===== src/rtl/gpio_cs_pkg.sv =====
package gpio_cs_pkg;

    parameter int PORT_W = 8;
    parameter int CS_W   = 4;
    parameter int ADDR_W = 2;

    localparam int CS_BASE = PORT_W - CS_W;

    typedef enum logic [ADDR_W-1:0] {
        REG_DATA = 2'd0,
        REG_DIR  = 2'd1,
        REG_OPT  = 2'd2,
        REG_NONE = 2'd3
    } reg_sel_e;

    typedef struct packed {
        logic [CS_W-1:0] cs_en;
        logic            open_drain;
    } opt_t;

    typedef struct packed {
        logic oe;
        logic val;
    } pad_drv_t;

    function automatic logic [PORT_W-1:0] opt_to_word(opt_t o);
        logic [PORT_W-1:0] w;
        w = '0;
        w[PORT_W-1 -: CS_W] = o.cs_en;
        w[0] = o.open_drain;
        return w;
    endfunction

    function automatic opt_t word_to_opt(logic [PORT_W-1:0] w);
        opt_t o;
        o.cs_en = w[PORT_W-1 -: CS_W];
        o.open_drain = w[0];
        return o;
    endfunction

    // Turns a drive request into pad signals for push-pull or open-drain.
    function automatic pad_drv_t shape_drive(logic drive, logic level, logic od);
        pad_drv_t p;
        if (od) begin
            p.oe  = drive & ~level;
            p.val = 1'b0;
        end else begin
            p.oe  = drive;
            p.val = level;
        end
        return p;
    endfunction

endpackage


===== src/rtl/gpio_cs_sync.sv =====
module gpio_cs_sync #(
    parameter int W = 8
) (
    input  logic         clk,
    input  logic         rst,
    input  logic [W-1:0] async_in,
    output logic [W-1:0] sync_q
);
    logic [W-1:0] stage1;

    // Data flops carry no reset so that they keep sampling during reset.
    always_ff @(posedge clk) begin
        stage1 <= async_in;
        sync_q <= stage1;
    end

    assert_sync_delay_R7: assert property (@(posedge clk) disable iff (rst)
        sync_q == $past(async_in, 2));

endmodule


===== src/rtl/gpio_cs_regs.sv =====
module gpio_cs_regs
    import gpio_cs_pkg::*;
(
    input  logic              clk,
    input  logic              rst,
    input  logic              bus_sel,
    input  logic              bus_wr,
    input  logic [ADDR_W-1:0] bus_addr,
    input  logic [PORT_W-1:0] bus_wdata,
    input  logic [PORT_W-1:0] pin_sync,
    output logic [PORT_W-1:0] bus_rdata,
    output logic [PORT_W-1:0] data_q,
    output logic [PORT_W-1:0] dir_q,
    output opt_t              opt_q
);
    reg_sel_e sel_reg;
    logic     wr_data, wr_dir, wr_opt;
    logic     unused_wbits;

    assign sel_reg = reg_sel_e'(bus_addr);
    assign wr_data = bus_sel && bus_wr && (sel_reg == REG_DATA);
    assign wr_dir  = bus_sel && bus_wr && (sel_reg == REG_DIR);
    assign wr_opt  = bus_sel && bus_wr && (sel_reg == REG_OPT);
    assign unused_wbits = ^bus_wdata[CS_BASE-1:1];

    always_ff @(posedge clk) begin
        if (rst) begin
            dir_q <= '0;
            opt_q <= '0;
        end else begin
            if (wr_dir) dir_q <= bus_wdata;
            if (wr_opt) opt_q <= word_to_opt(bus_wdata);
        end
    end

    // Latch has no reset value; it follows the pins while reset is held.
    always_ff @(posedge clk) begin
        if (rst)          data_q <= pin_sync;
        else if (wr_data) data_q <= bus_wdata;
    end

    always_comb begin
        unique case (sel_reg)
            REG_DATA: bus_rdata = (dir_q & data_q) | (~dir_q & pin_sync);
            REG_DIR:  bus_rdata = dir_q;
            REG_OPT:  bus_rdata = opt_to_word(opt_q);
            default:  bus_rdata = '0;
        endcase
    end

    assert_ctrl_reset_R2: assert property (@(posedge clk) disable iff (rst)
        $fell(rst) |-> (dir_q == '0 && opt_q == '0));

    assert_latch_write_R6: assert property (@(posedge clk) disable iff (rst)
        wr_data |=> (data_q == $past(bus_wdata)));

    assert_dir_write_R11: assert property (@(posedge clk) disable iff (rst)
        wr_dir |=> (dir_q == $past(bus_wdata)));

    assert_latch_hold_R3: assert property (@(posedge clk) disable iff (rst)
        !wr_data |=> $stable(data_q));

endmodule


===== src/rtl/gpio_cs_pinmux.sv =====
module gpio_cs_pinmux
    import gpio_cs_pkg::*;
(
    input  logic              clk,
    input  logic              rst,
    input  logic [PORT_W-1:0] data_q,
    input  logic [PORT_W-1:0] dir_q,
    input  opt_t              opt_q,
    input  logic              mode_expanded,
    input  logic [CS_W-1:0]   cs_n,
    output logic [PORT_W-1:0] pin_out,
    output logic [PORT_W-1:0] pin_oe
);
    for (genvar i = 0; i < PORT_W; i++) begin : g_pin
        logic     cs_take;
        logic     level;
        pad_drv_t pad;

        if (i >= CS_BASE) begin : g_cs
            assign cs_take = mode_expanded & opt_q.cs_en[i-CS_BASE];
            assign level   = cs_take ? cs_n[i-CS_BASE] : data_q[i];

            assert_cs_take_R8: assert property (@(posedge clk) disable iff (rst)
                (cs_take && !opt_q.open_drain) |->
                    (pin_oe[i] && pin_out[i] == cs_n[i-CS_BASE]));

            assert_cs_idle_R9: assert property (@(posedge clk) disable iff (rst)
                (!(mode_expanded && opt_q.cs_en[i-CS_BASE]) && !opt_q.open_drain) |->
                    (pin_oe[i] == dir_q[i]));
        end else begin : g_gp
            assign cs_take = 1'b0;
            assign level   = data_q[i];
        end

        assign pad        = shape_drive(cs_take | dir_q[i], level, opt_q.open_drain);
        assign pin_oe[i]  = pad.oe;
        assign pin_out[i] = pad.val;
    end

    assert_od_low_only_R10: assert property (@(posedge clk) disable iff (rst)
        opt_q.open_drain |-> (pin_out == '0));

endmodule


===== src/rtl/gpio_cs_port.sv =====
module gpio_cs_port
    import gpio_cs_pkg::*;
(
    input  logic              clk,
    input  logic              rst,
    input  logic              bus_sel,
    input  logic              bus_wr,
    input  logic [ADDR_W-1:0] bus_addr,
    input  logic [PORT_W-1:0] bus_wdata,
    output logic [PORT_W-1:0] bus_rdata,
    input  logic              mode_expanded,
    input  logic [CS_W-1:0]   cs_n,
    input  logic [PORT_W-1:0] pin_in,
    output logic [PORT_W-1:0] pin_out,
    output logic [PORT_W-1:0] pin_oe
);
    logic [PORT_W-1:0] pin_sync;
    logic [PORT_W-1:0] data_q;
    logic [PORT_W-1:0] dir_q;
    opt_t              opt_q;

    gpio_cs_sync #(.W(PORT_W)) u_sync (
        .clk      (clk),
        .rst      (rst),
        .async_in (pin_in),
        .sync_q   (pin_sync)
    );

    gpio_cs_regs u_regs (
        .clk       (clk),
        .rst       (rst),
        .bus_sel   (bus_sel),
        .bus_wr    (bus_wr),
        .bus_addr  (bus_addr),
        .bus_wdata (bus_wdata),
        .pin_sync  (pin_sync),
        .bus_rdata (bus_rdata),
        .data_q    (data_q),
        .dir_q     (dir_q),
        .opt_q     (opt_q)
    );

    gpio_cs_pinmux u_mux (
        .clk           (clk),
        .rst           (rst),
        .data_q        (data_q),
        .dir_q         (dir_q),
        .opt_q         (opt_q),
        .mode_expanded (mode_expanded),
        .cs_n          (cs_n),
        .pin_out       (pin_out),
        .pin_oe        (pin_oe)
    );

    assert_oe_after_reset_R2: assert property (@(posedge clk) disable iff (rst)
        $fell(rst) |-> (pin_oe == '0));

    assert_plain_gpio_R4: assert property (@(posedge clk) disable iff (rst)
        (!mode_expanded && !opt_q.open_drain) |-> (pin_oe == dir_q && (pin_out & dir_q) == (data_q & dir_q)));

endmodule


===== config.mk =====
export PLATFORM = sky130hd
export DESIGN_NAME = gpio_cs_port
export DESIGN_NICKNAME = d
export VERILOG_FILES = /design/src/rtl/gpio_cs_pkg.sv /design/src/rtl/gpio_cs_sync.sv /design/src/rtl/gpio_cs_regs.sv /design/src/rtl/gpio_cs_pinmux.sv /design/src/rtl/gpio_cs_port.sv
export SDC_FILE = /design/constraint.sdc
export NUM_CORES = 1
export LEC_CHECK = 0
export CAP_MARGIN = 20
export CORE_UTILIZATION = 37
export DETAILED_ROUTE_END_ITERATION = 8
export RECOVER_POWER = 100
export SYNTH_ARGS = -nofsm -noshare
export SYNTH_HDL_FRONTEND = slang
export SYNTH_SLANG_ARGS = --single-unit

===== constraint.sdc =====
create_clock -name clk -period 1.6 [get_ports clk]
set_clock_uncertainty 0.2 [all_clocks]
set_input_delay 0.32 -clock clk [delete_from_list [all_inputs] [get_ports clk]]
set_output_delay 0.32 -clock clk [all_outputs]
set_load 0.05 [all_outputs]

---- Yosys cells after proc, flatten, opt, wreduce, memory -nomap -nowiden ----
Index checks and enable logic that the tools add are counted.
storage, ports and cells
  register bits ........................... 37
  bits in latches ......................... 0
  RAM bits ................................ 0
  ROM bits ................................ 0
  input bits .............................. 27
  word-level logic and storage cells ...... 57
  memories ................................ 0
cells by class
  $add $sub $neg .......................... 0
  $mul .................................... 0
  div/mod/pow operators ................... 0
  magnitude comparators ................... 0
  equal/unequal tests ..................... 2
  shift-type cells ........................ 0
  muxes and demuxes ....................... 15
  bitwise logic cells ..................... 28
  reductions and logical operators ........ 6
operators by type and width
  kind                  number
  $pmux W8 S3           1
  $and A8 B8 Y8         2
  $mux W2               8
  $mux W8               2
  $and A1 B1 Y1         12
  $not A1 Y1            8
  $not A8 Y8            1
  $or A8 B8 Y8          1
  $logic_and A1 B1 Y1   4
  $mux W1               4
  $or A1 B1 Y1          4
  $eq A2 B1 Y1 const B  1
  $eq A2 B2 Y1 const B  1
  $logic_not A2 Y1      1
  $reduce_bool A2 Y1    1

---- Logic depth before layout (Yosys ltp) ----
Gate-level depths: netlist (run 1).
  depth in word-level cells ............... 5
  gate-level depth with buffers ........... 4
  mapped depth without buffers ............ 2

---- By module ----
Synthesis (run 1) repeated with hierarchy kept, for this count alone.
unflattened totals
  cells, all modules ...................... 168
  area total of the unflattened synthesis .. 1,767.9 sq um
by module, submodules not included
  module          times used  cells an instance  area each (sq um)  sequential area each (sq um)
  gpio_cs_regs    1           112                1,141.1            500.5
  gpio_cs_sync    1           16                 320.3              320.3
  gpio_cs_pinmux  1           40                 306.5              0.0

---- Least setup slack after synthesis (run 1) ----
OpenSTA, ideal clock, no wires.
  kind .................................... input port to output port
  start point ............................. in mode_expanded
  end point ............................... out pin_oe[5]
  data arrival time ....................... 1.891 ns
  data required time ...................... 1.080 ns
  slack ................................... -0.811 ns
  stages .................................. 4
  path buffers ............................ 2
  cell sequence ........................... buf_4 buf_6 nand2_1 a311oi_1
between the ends
  cells in the longest elaborated chain, start to end .. 5
  elaborated cells on any way between the ends .. 6
  those cells by class .................... mux (2); bitwise (4)
RTL lines
  what             RTL line              text
  start, declared  gpio_cs_port.sv:11    input logic mode_expanded,
  $and A1 B1 Y1 *  gpio_cs_pinmux.sv:20  assign cs_take = mode_expanded & opt_q.cs_en[i-CS_BASE];
  $mux W1          gpio_cs_pinmux.sv:21  assign level = cs_take ? cs_n[i-CS_BASE] : data_q[i];
  $not A1 Y1       gpio_cs_pkg.sv:45     p.oe = drive & ~level;
  $and A1 B1 Y1    gpio_cs_pkg.sv:45
  $mux W2 *        gpio_cs_pkg.sv:44     if (od) begin
  end, declared    gpio_cs_port.sv:15    output logic [PORT_W-1:0] pin_oe
Every way passes the cells marked *; elsewhere a longest branch is shown, timed or not.

---- Worst setup path after layout (run 1) ----
  start point ............................. reg u_regs.data_q[7]
  end point ............................... out bus_rdata[7]
between the ends
  cells in the longest elaborated chain, start to end .. 3
RTL lines
  what                    RTL line            text
  start, declared         gpio_cs_regs.sv:12  output logic [PORT_W-1:0] data_q,
  start signal, assigned  gpio_cs_regs.sv:38  if (rst) data_q <= pin_sync;
  start signal, assigned  gpio_cs_regs.sv:39  else if (wr_data) data_q <= bus_wdata;
  $and A8 B8 Y8           gpio_cs_regs.sv:44  REG_DATA: bus_rdata = (dir_q & data_q) | (~dir_q & pin_sync);
  $or A8 B8 Y8            gpio_cs_regs.sv:44
  $pmux W8 S3             gpio_cs_regs.sv:43  unique case (sel_reg)
  end, declared           gpio_cs_port.sv:10  output logic [PORT_W-1:0] bus_rdata,
No other way between the ends.

==> results of run 1 <==
-- through the flow --
step	TNS, ns	cell area (um2)	util
after floorplan	-1.741	1943	-
after global placement	-16.88	2785	0.6267
after detailed placement	-18.05	2785	0.6267
after CTS	-4.391	3214	0.7233
after global routing	-5.659	3286	0.7393
final	-4.417	3286	0.7393
-- worst min-delay path by stage --
stage | slack (ns) | startpoint | endpoint | cells past startpoint
2_1_floorplan | 0.11 | u_sync.stage1[0] | u_sync.sync_q[0] | 0
3_3_place_gp | 0.11 | u_sync.stage1[0] | u_sync.sync_q[0] | 0
3_5_place_dp | 0.11 | u_sync.stage1[7] | u_sync.sync_q[7] | 0
4_1_cts | 0.13 | u_sync.stage1[6] | u_sync.sync_q[6] | 0
5_1_grt | 0.13 | u_sync.stage1[1] | u_sync.sync_q[1] | 0
6_report | 0.13 | u_sync.stage1[6] | u_sync.sync_q[6] | 0
-- cell type report --
class / count / area share
sequential: 37 / 0.2551
clock buffer: 8 / 0.02742
timing repair buffer: 92 / 0.3408
tap: 52 / 0.01980
multi-input combinational: 120 / 0.3568
-- worst register-to-register path, delay by kind of cell, from the launching register on --
| family | cells | cell delay (ns) |
|---|---|---|
| buffers and inverters | 1 | 0.15 |
| flip-flops | 1 | 0.38 |
| multiplexers | 1 | 0.13 |
| AND/OR/NAND/NOR | 1 | 0.06 |
-- layout by cell type (no fill, tap or decap), drive strengths merged, types with 2 or more instances in the layout --
cell            n
a21bo           4
a21boi          5
a21oi          10
a221o           5
a311oi          3
and2b           5
and4            3
buf            62
clkbuf         12
clkdlybuf4s15   2
clkdlybuf4s50  11
dfxtp          29
dlygate4sd2     2
dlygate4sd3     9
edfxtp          8
mux2i          13
nand2          21
nand2b         21
nand3           4
nand4b          2
nor2b           5
nor4b           5
o21ai           3
or2             5
or3b            3
-- power groups by stage --
stage	Sequential [W]	Combinational, W	Clock (W)
finish	0.00103	0.000635	0.000656
CTS	0.00103	0.000619	0.000668
global route	0.00104	0.000667	0.000703
detailed placement	0.00105	0.000541	0
floorplan	0.00105	0.000287	0
global placement	0.00105	0.000533	0
-- repair_timing --
action / CTS / global route
setup endpoints to repair: 40 / 24
cloned: 3 / 0
gates resized for setup: 68 / 20
pin swaps: 20 / 4
buffers inserted: 13 / 2
-- kinds of logic (layout without fill, tap and decap cells) --
family                 Yosys count  after routing  synth area share
AOI/OAI and AO/OA               31             31            0.1303
and+or+nand+nor                 75             75            0.2706
DFF                             37             37            0.4696
muxes                           14             14           0.08088
buffers and inverters           11            100           0.04867
-- sequential cells by signal (all words and copies together), names as in the netlist --
| name | flops |
|---|---|
| u_sync.stage1 | 8 |
| u_regs.data_q | 8 |
| u_sync.sync_q | 8 |
| u_regs.opt_q | 5 |
| u_regs.dir_q | 8 |
-- synth_stat cells --
cell      count  area share
dfxtp_1      29        0.33
nand2_1      21       0.045
nand2b_1     21       0.075
mux2i_1      13       0.074
a21oi_1      10       0.029
edfxtp_1      8        0.14
a21boi_0      5       0.021
a221o_1       5       0.029
buf_6         5       0.032
nor2b_1       5       0.018
nor4b_1       5       0.025
or2_0         5       0.018
a21bo_2       4       0.023
and2b_4       4       0.023
nand3_1       4       0.011
a311oi_1      3       0.015
and4_1        3       0.015
clkbuf_1      3      0.0064
o21ai_0       3      0.0086
or3b_1        3       0.015
buf_2         2      0.0057
a31o_2        1      0.0050
and2b_1       1      0.0043
buf_4         1      0.0043
mux2_2        1      0.0064
nand4b_1      1      0.0050
nand4b_4      1       0.014
nor2_1        1      0.0021
-- routing by layer --
layer	wire, um	vias up	global-route usage
li1	-	773	-
met1	2055	765	0.2424
met2	2619	49	0.3942
met3	237	9	0.03561
met4	93	0	0.06222
met5	0	-	0
==> flow_summary.yaml, run 1 <==
sta:
  hold_viol_final: 0
  setup_ws_ns: -0.3448
  hold_ws_ns: 0.1261
  maxSlewHeadroom: 0.7649
  post-route-period-util: 1.216
  slew_viol_final: 0
  finalSetupViolations: 24
  min_period_ns: 1.945
  max_freq_ghz: 0.5142
  tightest_slew_ns: 0.3478
  grt_setup_unrepaired: "yes"
power_and_ir_drop:
  switchingPower_w: 0.0006285
  power_frac_comb: 0.273
  swShare: 0.2703
  max-vdd-ir-drop_mv: 0.5464
  p_leak_nw: 1.407
  p_int_w: 0.001697
  finalPower_w: 0.002325
  clkPwrFrac: 0.282
  p_per_area_nw_per_um2: 707.6
  seqPwrFrac: 0.444
cells_and_area:
  syn2layout_area_growth_pct: 87.97
  nFillCells: 302
  antenna_cells: 0
  fin_cells: 309
  drive_above_1_share: 0.5409
  ff_latch_area_um2: 838.3
  nets: 283
  multi_input_area_um2: 1172
critical_path:
  critPathBufInv: 1
  max_stage_delay_ns: 0.40
  cp.required_ns: 1.08
  crit_path_start: "u_regs.data_q[7]"
  critical_path.endpoint: "bus_rdata[7]"
  cp.arrival_ns: 1.42
  start_kind: "flip-flop"
  path_cells: "or2_0, a221o_2, buf_12"
  cp.depth: 3
  cp_top_family: "flip-flops"
  criticalPathCategory: "flip-flop to primary output"
  r2r-start: "u_regs.opt_q[0]"
  reg2reg_depth: 3
  regToRegEndpoint: "u_regs.opt_q[0]"
  crit_path_top_delay_cell: "edfxtp_1"
  cp-end-kind: "primary output"
  rrSetupSlack_ns: 0.60
  path_max_fanout: 2
die:
  die_w_um: 70.73
  initial_core_util: 0.3933
  pin_count: 51
  die_h_um: 70.73
  rows: 24
  die-area_um2: 5003
  core_area_um2: 4444
logic_synthesis:
  ys_types: 28
  syn_area_um2: 1748
  synth_warnings: 0
  avgSynthCellArea_um2: 10.40
  syn_nets: 195
  ys_seq_area_frac: 0.4696
  ys_ff_latch: 37
  synthCells: 168
placed_design:
  dp_hpwl_um: 3146
  placement.io_buffers: 50
  place_congestion: 0.7451
  dp_cells: 286
  dp_slack_ns: -0.7302
clock_network:
  cts_tree: "done"
  cts_root_buffer: "clkbuf_8"
  hold_buffers: 0
  htreeDepth: 2
  cts_sinks: 37
  cts_buffers: 5
  worstSkewPairLatency_ns: 0.28
  cts.path.max_buffers: 2
  path_clk_slew_ns: 0.07
routing:
  wl_per_cell_um: 16.20
  drc: 8
  vias_per_cell: 5.165
  ant_nets: 0
  vias: 1596
  wirelength_um: 5005
  drt_first_pass_iters: 6
  drt-initial-drc-count: 60
run_status:
  outcome: "complete, but fails checks"
  failed_checks: "design-rule violations, negative setup slack"
global_routing:
  grt_pass1_vias: 1701
  grt_max_degree: 18
  globalRouteOverflowTotal: 0
  antenna_found_initial: 0
  grt_usage: 0.2096
  grt_pass1_wl_um: 8142
hold_path:
  hold_path.class: "flip-flop to flip-flop"
run:
  cap_violations: 0
No activity file was read; power rests on OpenSTA's default activity.
==> inputs of run 2 (changes only) <==
- SKIP_CTS_REPAIR_TIMING: unset -> 1
==> run 2 against run 1 <==
Against the previous run: the flow still finishes with violations (design-rule violations, negative setup slack); critical path type unchanged; clock-buffer cell count did not move; register-to-register slack got worse by 0.02 ns; maximum frequency decreased by 1.1%; sequential power barely moved; first-iteration DRC count down 47%; hold slack improved by 0.0015 ns; combinational power fell by 5.2%; sequential cell count stayed put; critical path depth did not move.
==> flow_summary.yaml, run 2 (synthesis gave the netlist of run 1 again) <==
run:
  cap_violations: 0
clock_network:
  cts.path.max_buffers: 2
  worstSkewPairLatency_ns: 0.28
  cts_sinks: 37
  cts_root_buffer: "clkbuf_8"
  cts_buffers: 5
  cts_tree: "done"
  path_clk_slew_ns: 0.07
  htreeDepth: 2
placed_design:
  dpl_cell_area_um2: 2785
  dp_slack_ns: -0.7302
  dp_hpwl_um: 3146
  place_congestion: 0.7451
  placement.io_buffers: 50
critical_path:
  criticalPathCategory: "flip-flop to primary output"
  path_max_fanout: 2
  cp.required_ns: 1.08
  cp-end-kind: "primary output"
  r2r-start: "u_regs.opt_q[2]"
  start_kind: "flip-flop"
  crit_path_start: "u_regs.data_q[7]"
  cp.arrival_ns: 1.45
routing:
  ant_nets: 0
  drt-initial-drc-count: 32
  wl_per_cell_um: 15.35
  drc: 8
  drt_first_pass_iters: 6
  vias: 1553
  wirelength_um: 4713
  vias_per_cell: 5.059
sta:
  max_freq_ghz: 0.5085
  hold_viol_final: 0
  fin_setup_tns_ns: -4.726
  slew_viol_final: 0
  post-route-period-util: 1.229
  grt_setup_unrepaired: "yes"
  finalSetupViolations: 31
  maxSlewHeadroom: 0.7701
  min_period_ns: 1.966
  hold_ws_ns: 0.1276
  setup_ws_ns: -0.3664
  tightest_slew_ns: 0.3444
global_routing:
  grt_pass1_wl_um: 7120
  grt_max_degree: 21
  top_usage_layer: "met2"
  globalRouteOverflowTotal: 0
  grt_pass1_vias: 1527
  antenna_found_initial: 0
  met3_usage: 0.03419
  grtUsageMet2: 0.3216
  use_met1: 0.2159
  grt_usage: 0.1798
die:
  initial_core_util: 0.3933
  core_area_um2: 4444
  die_h_um: 70.73
  die_w_um: 70.73
  rows: 24
  die-area_um2: 5003
  pin_count: 51
cells_and_area:
  antenna_cells: 0
  final_cell_area_um2: 3207
  drive_above_1_share: 0.5059
  syn2layout_area_growth_pct: 83.46
  final_cell_mix: "buf_4, nand2b_1, buf_12"
  layout_commonest_cell: "buf_4"
  nets: 281
hold_path:
  holdCritStartpoint: "u_sync.stage1[3]"
  hold_path.class: "flip-flop to flip-flop"
run_status:
  failed_checks: "design-rule violations, negative setup slack"
  outcome: "complete, but fails checks"
power_and_ir_drop:
  p_leak_nw: 1.393
  max-vdd-ir-drop_mv: 0.5133
  p_per_area_nw_per_um2: 714.7
## run 2: final timing paths
check	to	slack, ns	cells past startpoint
worst max-delay path	bus_rdata[7]	-0.37	3
worst max register to register	u_regs.opt_q[2]	0.58	2
worst min-delay path	u_sync.sync_q[3]	0.13	0
worst min register to register	u_sync.sync_q[3]	0.13	0
## run 2: area by class of cell
class	instances	area (um2)
Tap cell	52	65.06
Multi-Input combinational cell	120	1127
Timing Repair Buffer	90	1089
Sequential cell	37	835.8
Clock buffer	8	90.09
Fill cell	312	1237
## run 2: per-layer routing
layer / wire [um] / vias to the layer above
met4: 74 / 0
met2: 2445 / 44
met1: 1978 / 730
met5: 0 / -
li1: - / 771
met3: 214 / 8
## run 2: worst max-delay path: stages (launching register included)
cell and delay (ns):
edfxtp_1 0.40, or2_0 0.21, a221o_2 0.39, buf_12 0.16
## run 2: power by group
part | total [W] | internal, W | switching, W
clock | 0.000658 | 0.000351 | 0.000307
sequential | 0.00103 | 0.00100 | 0.0000303
combinational | 0.000602 | 0.000321 | 0.000281
## run 2: stage by stage
| stage | utilization | instances | power, W |
|---|---|---|---|
| floorplan | - | 168 | 0.001333 |
| detailed placement | 0.6267 | 286 | 0.001590 |
| global placement | 0.6267 | 286 | 0.001581 |
| CTS | 0.6470 | 294 | 0.002240 |
| global route | 0.7216 | 307 | 0.002381 |
| finish | 0.7216 | 307 | 0.002292 |
